`src/rtl/tdm_rx_pkg.sv`:
```
package tdm_rx_pkg;
   // One sample of the three serial lines as seen in the system clock domain.
   typedef struct packed {
      logic sck;
      logic ws;
      logic sd;
   } tdm_pins_t;

   localparam int MIN_SYNC_STAGES = 2;
endpackage

```
`src/rtl/tdm_rx_sync.sv`:
```
module tdm_rx_sync
   import tdm_rx_pkg::*;
#(
   parameter int STAGES = 2
) (
   input  logic      clk,
   input  logic      rst,
   input  tdm_pins_t pins_in,
   output logic      ws_s,
   output logic      sd_s,
   output logic      sck_rise
);
   tdm_pins_t chain_q [STAGES];
   logic      sck_prev_q;

   generate
      for (genvar i = 0; i < STAGES; i++) begin : g_stage
         if (i == 0) begin : g_first
            always_ff @(posedge clk) begin
               if (rst) chain_q[0] <= '0;
               else     chain_q[0] <= pins_in;
            end
         end else begin : g_next
            always_ff @(posedge clk) begin
               if (rst) chain_q[i] <= '0;
               else     chain_q[i] <= chain_q[i-1];
            end
         end
      end
   endgenerate

   always_ff @(posedge clk) begin
      if (rst) sck_prev_q <= 1'b0;
      else     sck_prev_q <= chain_q[STAGES-1].sck;
   end

   assign sck_rise = chain_q[STAGES-1].sck & ~sck_prev_q;
   assign ws_s     = chain_q[STAGES-1].ws;
   assign sd_s     = chain_q[STAGES-1].sd;
endmodule

```
`src/rtl/tdm_rx_deframer.sv`:
```
module tdm_rx_deframer #(
   parameter int SLOTS     = 16,
   parameter int SLOT_BITS = 32,
   parameter int TO_W      = 16,
   localparam int CH_W       = $clog2(SLOTS),
   localparam int BIT_W      = $clog2(SLOT_BITS),
   localparam int FRAME_BITS = SLOTS * SLOT_BITS,
   localparam int CNT_W      = CH_W + BIT_W
) (
   input  logic                  clk,
   input  logic                  rst,
   input  logic                  sck_rise,
   input  logic                  ws,
   input  logic                  sd,
   input  logic [TO_W-1:0]       idle_limit,
   output logic                  frame_done,
   output logic [SLOT_BITS-1:0]  frame_words [SLOTS]
);
   logic                 in_frame_q;
   logic [CNT_W-1:0]     cnt_q;
   logic [SLOT_BITS-1:0] shreg_q;
   logic [TO_W-1:0]      idle_q;
   logic [SLOT_BITS-1:0] new_word;
   logic [CH_W-1:0]      slot_idx;
   logic                 slot_end;
   logic                 frame_end;

   assign new_word   = {shreg_q[SLOT_BITS-2:0], sd};
   assign slot_idx   = cnt_q[CNT_W-1:BIT_W];
   assign slot_end   = in_frame_q && (&cnt_q[BIT_W-1:0]);
   assign frame_end  = in_frame_q && (cnt_q == CNT_W'(FRAME_BITS - 1));
   assign frame_done = sck_rise && frame_end;

   // Bit counter, shift register, frame tracking and bit-clock watchdog.
   always_ff @(posedge clk) begin
      if (rst) begin
         in_frame_q <= 1'b0;
         cnt_q      <= '0;
         shreg_q    <= '0;
         idle_q     <= '0;
      end else if (sck_rise) begin
         idle_q <= '0;
         if (in_frame_q) begin
            shreg_q <= new_word;
            cnt_q   <= cnt_q + 1'b1;
         end
         if (ws) begin
            in_frame_q <= 1'b1;
            cnt_q      <= '0;
         end else if (frame_end) begin
            in_frame_q <= 1'b0;
         end
      end else begin
         if (idle_q != '1) idle_q <= idle_q + 1'b1;
         if (in_frame_q && (idle_q >= idle_limit)) in_frame_q <= 1'b0;
      end
   end

   // Staging store: every slot except the last, which is still in the
   // shift register on the completing edge.
   generate
      for (genvar s = 0; s < SLOTS; s++) begin : g_slot
         if (s < SLOTS - 1) begin : g_store
            logic [SLOT_BITS-1:0] word_q;
            always_ff @(posedge clk) begin
               if (rst)
                  word_q <= '0;
               else if (sck_rise && slot_end && (slot_idx == CH_W'(s)))
                  word_q <= new_word;
            end
            assign frame_words[s] = word_q;
         end else begin : g_tail
            assign frame_words[s] = new_word;
         end
      end
   endgenerate
endmodule

```
`src/rtl/tdm_rx_outbuf.sv`:
```
module tdm_rx_outbuf #(
   parameter int SLOTS     = 16,
   parameter int SLOT_BITS = 32,
   localparam int CH_W     = $clog2(SLOTS)
) (
   input  logic                  clk,
   input  logic                  rst,
   input  logic                  frame_done,
   input  logic [SLOT_BITS-1:0]  frame_words [SLOTS],
   output logic                  out_valid,
   input  logic                  out_ready,
   output logic [SLOT_BITS-1:0]  out_data,
   output logic [CH_W-1:0]       out_chan,
   output logic                  out_last,
   output logic                  overflow
);
   logic [SLOT_BITS-1:0] hold_q [SLOTS];
   logic [CH_W-1:0]      idx_q;
   logic                 full_q;
   logic                 ovf_q;
   logic                 last_word;

   assign last_word = (idx_q == CH_W'(SLOTS - 1));

   always_ff @(posedge clk) begin
      if (rst) begin
         full_q <= 1'b0;
         idx_q  <= '0;
         ovf_q  <= 1'b0;
         for (int s = 0; s < SLOTS; s++) hold_q[s] <= '0;
      end else begin
         if (full_q && out_ready) begin
            if (last_word) begin
               full_q <= 1'b0;
               idx_q  <= '0;
            end else begin
               idx_q <= idx_q + 1'b1;
            end
         end
         if (frame_done) begin
            if (full_q) begin
               ovf_q <= 1'b1;
            end else begin
               full_q <= 1'b1;
               idx_q  <= '0;
               for (int s = 0; s < SLOTS; s++) hold_q[s] <= frame_words[s];
            end
         end
      end
   end

   assign out_valid = full_q;
   assign out_data  = hold_q[idx_q];
   assign out_chan  = idx_q;
   assign out_last  = full_q && last_word;
   assign overflow  = ovf_q;
endmodule

```
`src/rtl/tdm_frame_rx.sv`:
```
module tdm_frame_rx
   import tdm_rx_pkg::*;
#(
   parameter int SLOTS       = 16,
   parameter int SLOT_BITS   = 32,
   parameter int TO_W        = 16,
   parameter int SYNC_STAGES = 2,
   localparam int CH_W       = $clog2(SLOTS)
) (
   input  logic                 clk,
   input  logic                 rst,
   input  logic                 sck_in,
   input  logic                 ws_in,
   input  logic                 sd_in,
   input  logic [TO_W-1:0]      idle_limit,
   output logic                 out_valid,
   input  logic                 out_ready,
   output logic [SLOT_BITS-1:0] out_data,
   output logic [CH_W-1:0]      out_chan,
   output logic                 out_last,
   output logic                 overflow
);
   generate
      if (SLOTS < 2 || (SLOTS & (SLOTS - 1)) != 0) begin : g_bad_slots
         $error("SLOTS must be a power of two, at least 2");
      end
      if (SLOT_BITS < 2 || (SLOT_BITS & (SLOT_BITS - 1)) != 0) begin : g_bad_bits
         $error("SLOT_BITS must be a power of two, at least 2");
      end
      if (SYNC_STAGES < MIN_SYNC_STAGES) begin : g_bad_sync
         $error("SYNC_STAGES below minimum");
      end
      if (TO_W < 2) begin : g_bad_to
         $error("TO_W must be at least 2");
      end
   endgenerate

   tdm_pins_t            pins;
   logic                 ws_s, sd_s, sck_rise;
   logic                 frame_done;
   logic [SLOT_BITS-1:0] frame_words [SLOTS];

   assign pins = '{sck: sck_in, ws: ws_in, sd: sd_in};

   tdm_rx_sync #(.STAGES(SYNC_STAGES)) i_sync (
      .clk      (clk),
      .rst      (rst),
      .pins_in  (pins),
      .ws_s     (ws_s),
      .sd_s     (sd_s),
      .sck_rise (sck_rise)
   );

   tdm_rx_deframer #(.SLOTS(SLOTS), .SLOT_BITS(SLOT_BITS), .TO_W(TO_W)) i_deframer (
      .clk         (clk),
      .rst         (rst),
      .sck_rise    (sck_rise),
      .ws          (ws_s),
      .sd          (sd_s),
      .idle_limit  (idle_limit),
      .frame_done  (frame_done),
      .frame_words (frame_words)
   );

   tdm_rx_outbuf #(.SLOTS(SLOTS), .SLOT_BITS(SLOT_BITS)) i_outbuf (
      .clk         (clk),
      .rst         (rst),
      .frame_done  (frame_done),
      .frame_words (frame_words),
      .out_valid   (out_valid),
      .out_ready   (out_ready),
      .out_data    (out_data),
      .out_chan    (out_chan),
      .out_last    (out_last),
      .overflow    (overflow)
   );
endmodule

```
`config.mk`:
```
export PLATFORM = sky130hd
export DESIGN_NAME = tdm_frame_rx
export DESIGN_NICKNAME = d
export VERILOG_FILES = /design/src/rtl/tdm_rx_pkg.sv /design/src/rtl/tdm_rx_sync.sv /design/src/rtl/tdm_rx_deframer.sv /design/src/rtl/tdm_rx_outbuf.sv /design/src/rtl/tdm_frame_rx.sv
export SDC_FILE = /design/constraint.sdc
export NUM_CORES = 2
export LEC_CHECK = 0
export ABC_AREA = 1
export CAP_MARGIN = 20
export CORE_MARGIN = 5
export CORE_UTILIZATION = 55
export CTS_BUF_LIST = sky130_fd_sc_hd__clkbuf_4
export CTS_CLUSTER_SIZE = 14
export DETAILED_ROUTE_END_ITERATION = 6
export GPL_TIMING_DRIVEN = 0
export PLACE_DENSITY = 0.78
export SYNTH_ARGS = -nofsm -noshare
export SYNTH_HDL_FRONTEND = slang
export SYNTH_SLANG_ARGS = --single-unit
```
`constraint.sdc`:
```
create_clock -name clk -period 18.6 [get_ports clk]
set_clock_uncertainty 0.15 [all_clocks]
set_input_delay 2.79 -clock clk [delete_from_list [all_inputs] [get_ports clk]]
set_output_delay 2.79 -clock clk [all_outputs]
set_load 0.02 [all_outputs]
```
[After elaboration in Yosys (flattened, before gate mapping)]
Memories as Yosys holds them, arrays and structs flattened. A register that Yosys moved wholly into a read port is not among the register bits.
Index checks and enable logic that the tools add are counted.
Word-level totals
  bits in writable memories: 518
  memories kept: 2
  register bits after elaboration: 544
  logic and storage cells: 138
  output and inout port bits: 39
Memory list
  i_outbuf.hold_q: words 16, width 32, rd ports 1, clocked after Yosys merged registers in 1, write ports 16, RTL line tdm_rx_outbuf.sv:17  | logic [SLOT_BITS-1:0] hold_q [SLOTS];
  i_sync.chain_q: words 2, width 3, rd ports 2, clocked after Yosys merged registers in 0, write ports 2, RTL line tdm_rx_sync.sv:13  | tdm_pins_t chain_q [STAGES];
Cells by class
  bitwise gates (word level): 20
  reductions and logical operators: 31
  multiplexer cells: 40
  equality and inequality tests: 18
  $lt $le $gt $ge: 1
  $add $sub $neg: 3
Operators with widths (count)
  two-way mux 32 bit: 16
  equality test 4 bit, second input constant: 8
  logical AND 1 bit: 22
  two-way mux 4 bit: 5
  two-way mux 9 bit: 2
  OR 1 bit: 18
  adder 16 x 1 -> 16 bit, second input constant: 1
  equality test 4 x 3 -> 1 bit, second input constant: 4
  greater-or-equal comparator 16 bit: 1
  inequality test 16 bit, second input constant: 1
  two-way mux 1 bit: 15
  adder 9 x 1 -> 9 bit, second input constant: 1
  equality test 9 bit, second input constant: 1
  equality test 4 x 2 -> 1 bit, second input constant: 2
  AND reduction 2 bit: 4
  two-way mux 3 bit: 2
  AND reduction 5 bit: 1
  adder 4 x 1 -> 4 bit, second input constant: 1
  equality test 4 x 1 -> 1 bit, second input constant: 1
  zero test 4 bit: 1
  nonzero test 2 bit: 2
  inequality test 3 bit, second input constant: 1
  OR reduction 2 bit: 1
  bitwise AND 1 bit: 1
  NOT 1 bit: 1

[Depth between registers and ports, before layout]
  depth in word-level cells: 7
  gate-level depth with buffers: 14
  depth with buffers taken out: 13

[Modules after synthesis]
Synthesis repeated with hierarchy kept, for this count alone.
Second synthesis, totals
  cell total of the unflattened synthesis: 5889
  area, all modules: 46514.6 um^2
By module, submodules not included
  tdm_rx_outbuf: area each 26615.5 um^2, cells each 3301, times used 1
  tdm_rx_deframer: area each 19702.6 um^2, cells each 2566, times used 1
  tdm_rx_sync: area each 196.4 um^2, cells each 22, times used 1

[Worst setup path before layout]
OpenSTA, ideal clock, no wires.
  path kind: input -> register
  from: in rst
  to: mem i_outbuf.hold_q[0][0] (enable)
  path slack: 3108 ps
  library setup time: 3692 ps
  arrival time: 11650 ps
  stages: 5
  path through: buf_2 -> clkinv_1 -> buf_2 -> buf_2 -> nand2_1
RTL lines
  start: declaration: RTL line tdm_frame_rx.sv:11  | input logic rst,
  end: declaration: RTL line tdm_rx_outbuf.sv:17

==> summary by stage <==
STA
The number of pins exceeding their max-slew limit in the final report was 0. The final worst-path setup slack is 10.92 ns. The headroom to the max-slew limit is 0.2500. The final critical delay including setup and external delays is 7.675 ns.

The share of the cycle needed by the critical path after routing is 0.4126. Setup repair after global routing left no endpoint under its margin. The total count of hold-check failures in the final report was 0.

For this run, the top clock speed supported by timing is 130.3 MHz. For the pin with the worst max-slew slack, the measured transition is 1.125 ns. Setup violations remaining at the end of the flow were counted as 0. The worst slack on hold paths is 0.1895 ns.

Power
Of the total power, the share spent switching nets is 0.2228. In this run the power spent charging and discharging nets is 1.042 mW. The total power is 4.675 mW. The part of the total power dissipated in combinational logic is 0.031. VDD sags by at most 0.05597 mV. The clock network power share is 0.433. For this design the ratio of total power to cell area is 97.58 nW/um2. For this design the static power due to leakage is 16.87 nW.

The internal portion of the total power is 3.633 mW. The sequential cell fraction of total power is 0.536.

Detailed routing
After detailed routing, the total wire length is 122500 um. The post-route antenna net violation count is 0. The detailed-route DRC error count is 0. Dividing the detail-routed wire length by the instance count gives 19.87 um. The violation count after the first detailed-routing iteration is 4712. The detail-routed via count per cell is 5.720. For this run, the detailed router's first-pass iteration total came to 7.

The routed via count is 35260.

Floorplan
The I/O pin count is 61. The overall die area is 82480 um2. For this configuration, the core starts out at a cell density of 0.5555. In this run the core area contains 101 standard-cell rows. The x dimension of the die is 287.2 um.

The total area inside the core boundary comes to 76080 um2. The die is 287.2 um tall.

Placement
The pre-CTS setup slack is 11.88 ns. The final HPWL from detailed placement is 87980 um. The count of port buffers added during placement is 59. The global placer's final weighted congestion is 0.9438.

Logic synthesis
By area the synthesized netlist is led by edfxtp_1 36%, dfxtp_1 26%, o21ai_0 9.0%. Of the post-synthesis cell area, the part taken by muxes is 0. The area of the mapped netlist is 42260 um2.

By area, the combinational part of the netlist is dominated by compound AO/OA/AOI/OAI gates. The area fraction in compound gates after synthesis is 0.1793. nor2_1 is the most common cell in the netlist. The post-synthesis async set-or-reset flop share is 0.

The Yosys step of the flow raised 0 warnings. The post-synthesis register bit count is 1062. Of the total synthesized cell area, the portion taken by full adders, half adders and majority gates is 0.006218. The count of cell types in the netlist is 38.

Of the total synthesized cell area, the portion taken by XOR and XNOR cells is 0.001036. The area fraction in and, or, nand and nor cells after synthesis is 0.1035. In this run, synthesis inferred 512 flip-flops with an integrated enable. Each instance of the synthesized netlist takes up on average 9.217 um2.

The commonest cells after synthesis are 847 x nor2_1, 756 x o21ai_0, 579 x inv_1. Synthesis produced a netlist with a net count of 4628. The primary flip-flop cell chosen by synthesis mapping is dfxtp_1. Of all cell types, the one taking the most synthesized area is edfxtp_1. The share of the Yosys chip area taken by registers is 0.6244.

Of the post-synthesis cell area, the dominant cell type holds 0.3638. The post-synthesis instance total is 4585.

Clocking
Counting along the longest clock path gives a buffer depth of 4. The TritonCTS clock tree is built. The clock net in this run drives a total of 1062 sinks.

Post-CTS timing repair inserted 0 buffers for setup. The master cell of the clock root buffer is clkbuf_4. The register clock-pin slew on the reported worst setup and hold paths is 0.07 ns. In this run, post-CTS repair resized a total of 0 instances. At the later pin of the worst-skew pair, clock insertion delay measures 1.16 ns.

The total clock buffers created by CTS is 277. The post-cts hold buffer count is 0. The H-tree was split into 5 levels.

Worst setup path
The worst setup path is captured at a primary output. For the worst flop-to-flop path, the logic depth is 15. For the worst setup path, the data arrival time is 4.74 ns. The worst setup path is launched from a register. The critical path is of the register to primary output type.

At the worst endpoint, the required time is 15.66 ns. In this run the worst path has a maximum fanout of 10.

Global route
The via count of the first global-routing pass is 33250. The wire length of the first global-routing pass is 183100 um. The global-route usage over all layers is 0.2888. The initial antenna violation count is 3. The pin count of the biggest net entering global routing is 70.

Summed over all layers, the global routing overflow is 0.

Worst hold path
The tightest min-delay check is of the register to register type. Counting instances, the worst hold path has a depth of 2.

Final layout
The number of nets in the layout is 4975. The share of final-layout standard cells stronger than drive strength 1 is 0.1088. The layout overhead on the synthesized area is 13.35%.

Flow run
The max-capacitance violation count is 0.

Outcome
The flow ran to the end, and the final reports show no timing, DRC or antenna violations.
[state kept, by name (all words and copies together), names as in the netlist, 4 cells and up]
register,cells
i_deframer.idle_q,16
i_outbuf.hold_q,512
i_deframer.cnt_q,9
i_deframer.g_slot.g_store.word_q,480
i_sync.chain_q,6
i_deframer.shreg_q,31
i_outbuf.out_chan,4
[cell families (layout without fill, tap and decap cells)]
| group | after synthesis | count (layout) |
|---|---|---|
| AOI/OAI and AO/OA | 1456 | 1456 |
| xor gates and xnor gates | 5 | 5 |
| adders and majority gates | 21 | 21 |
| buffers and inverters | 932 | 1477 |
| DFF | 1062 | 1062 |
| other | 0 | 5 |
| and+or+nand+nor | 1109 | 1109 |
[cell type report]
class,instances,area (um2)
inverter,586,2200
sequential,1062,26390
clock buffer,437,3281
timing repair buffer,68,822.0
multi-input combinational,2591,12260
tap,1030,1289
buffer,346,1419
antenna,5,12.51
clock inverter,40,231.5
fill,6203,28170
[power groups by stage]
stage / clock network [mW] / logic, mW / registers, mW
4_1_cts: 2.04 / 0.142 / 2.50
3_5_place_dp: 0 / 0.141 / 2.56
6_report: 2.02 / 0.145 / 2.50
3_3_place_gp: 0 / 0.132 / 2.60
5_1_grt: 2.17 / 0.155 / 2.51
2_1_floorplan: 0 / 0.0804 / 2.58
[placed cells by master, fill, tap and decap left out, drive strengths merged, types with 2 or more instances in the layout]
cell           netlist  layout
a21oi              531     531
a31oi                7       7
buf                 84      93
bufinv               0       3
clkbuf             262     699
clkdlybuf4s50        0      59
clkinv               1      31
dfxtp              550     550
diode                0       5
edfxtp             512     512
ha                  21      21
inv                585     592
nand2              154     154
nand3               80      80
nand4                3       3
nor2               853     853
nor3                14      14
o211ai              42      42
o21a                 2       2
o21ai              785     785
o221ai              22      22
o22ai               64      64
or2                  4       4
xnor2                2       2
xor2                 3       3
[final timing paths]
check	from	to	slack [ns]
min	i_sync.chain_q[0][2]$_SDFF_PP0_	i_sync.chain_q[1][2]$_SDFF_PP0_	0.19
max reg2reg	i_deframer.cnt_q[0]$_SDFFE_PP0P_	i_outbuf.hold_q[7][2]$_SDFFCE_PN0P_	14.65
max	i_outbuf.out_chan[1]$_SDFF_PP0_	out_data[27]	10.92
min reg2reg	i_sync.chain_q[0][2]$_SDFF_PP0_	i_sync.chain_q[1][2]$_SDFF_PP0_	0.19
[layer usage]
metal / GRT usage / routed length, um
met3: 0.06471 / 13470
met5: 0 / 0
met1: 0.3801 / 47040
met2: 0.4442 / 54760
met4: 0.1645 / 7202
[critical path: stages, from the launching register on]
cell and delay (ns):
dfxtp_1 0.56, buf_2 0.31, buf_2 0.45, clkbuf_1 0.64, buf_6 0.25, o21ai_0 0.10
o211ai_1 0.31, nand3_1 0.25, nand3_1 0.15, clkdlybuf4s50_1 0.62
[stage by stage]
stage	TNS, ns	instances	util	cell area [um2]
after detailed placement	0	5682	0.5832	44370
after CTS	0	6159	0.6294	47880
after floorplan	0	4585	-	42260
after global placement	-1450.24	5674	0.5802	44140
after global routing	0	6165	0.6297	47900
final	0	6165	0.6297	47900
No activity file was read; power rests on OpenSTA's default activity.
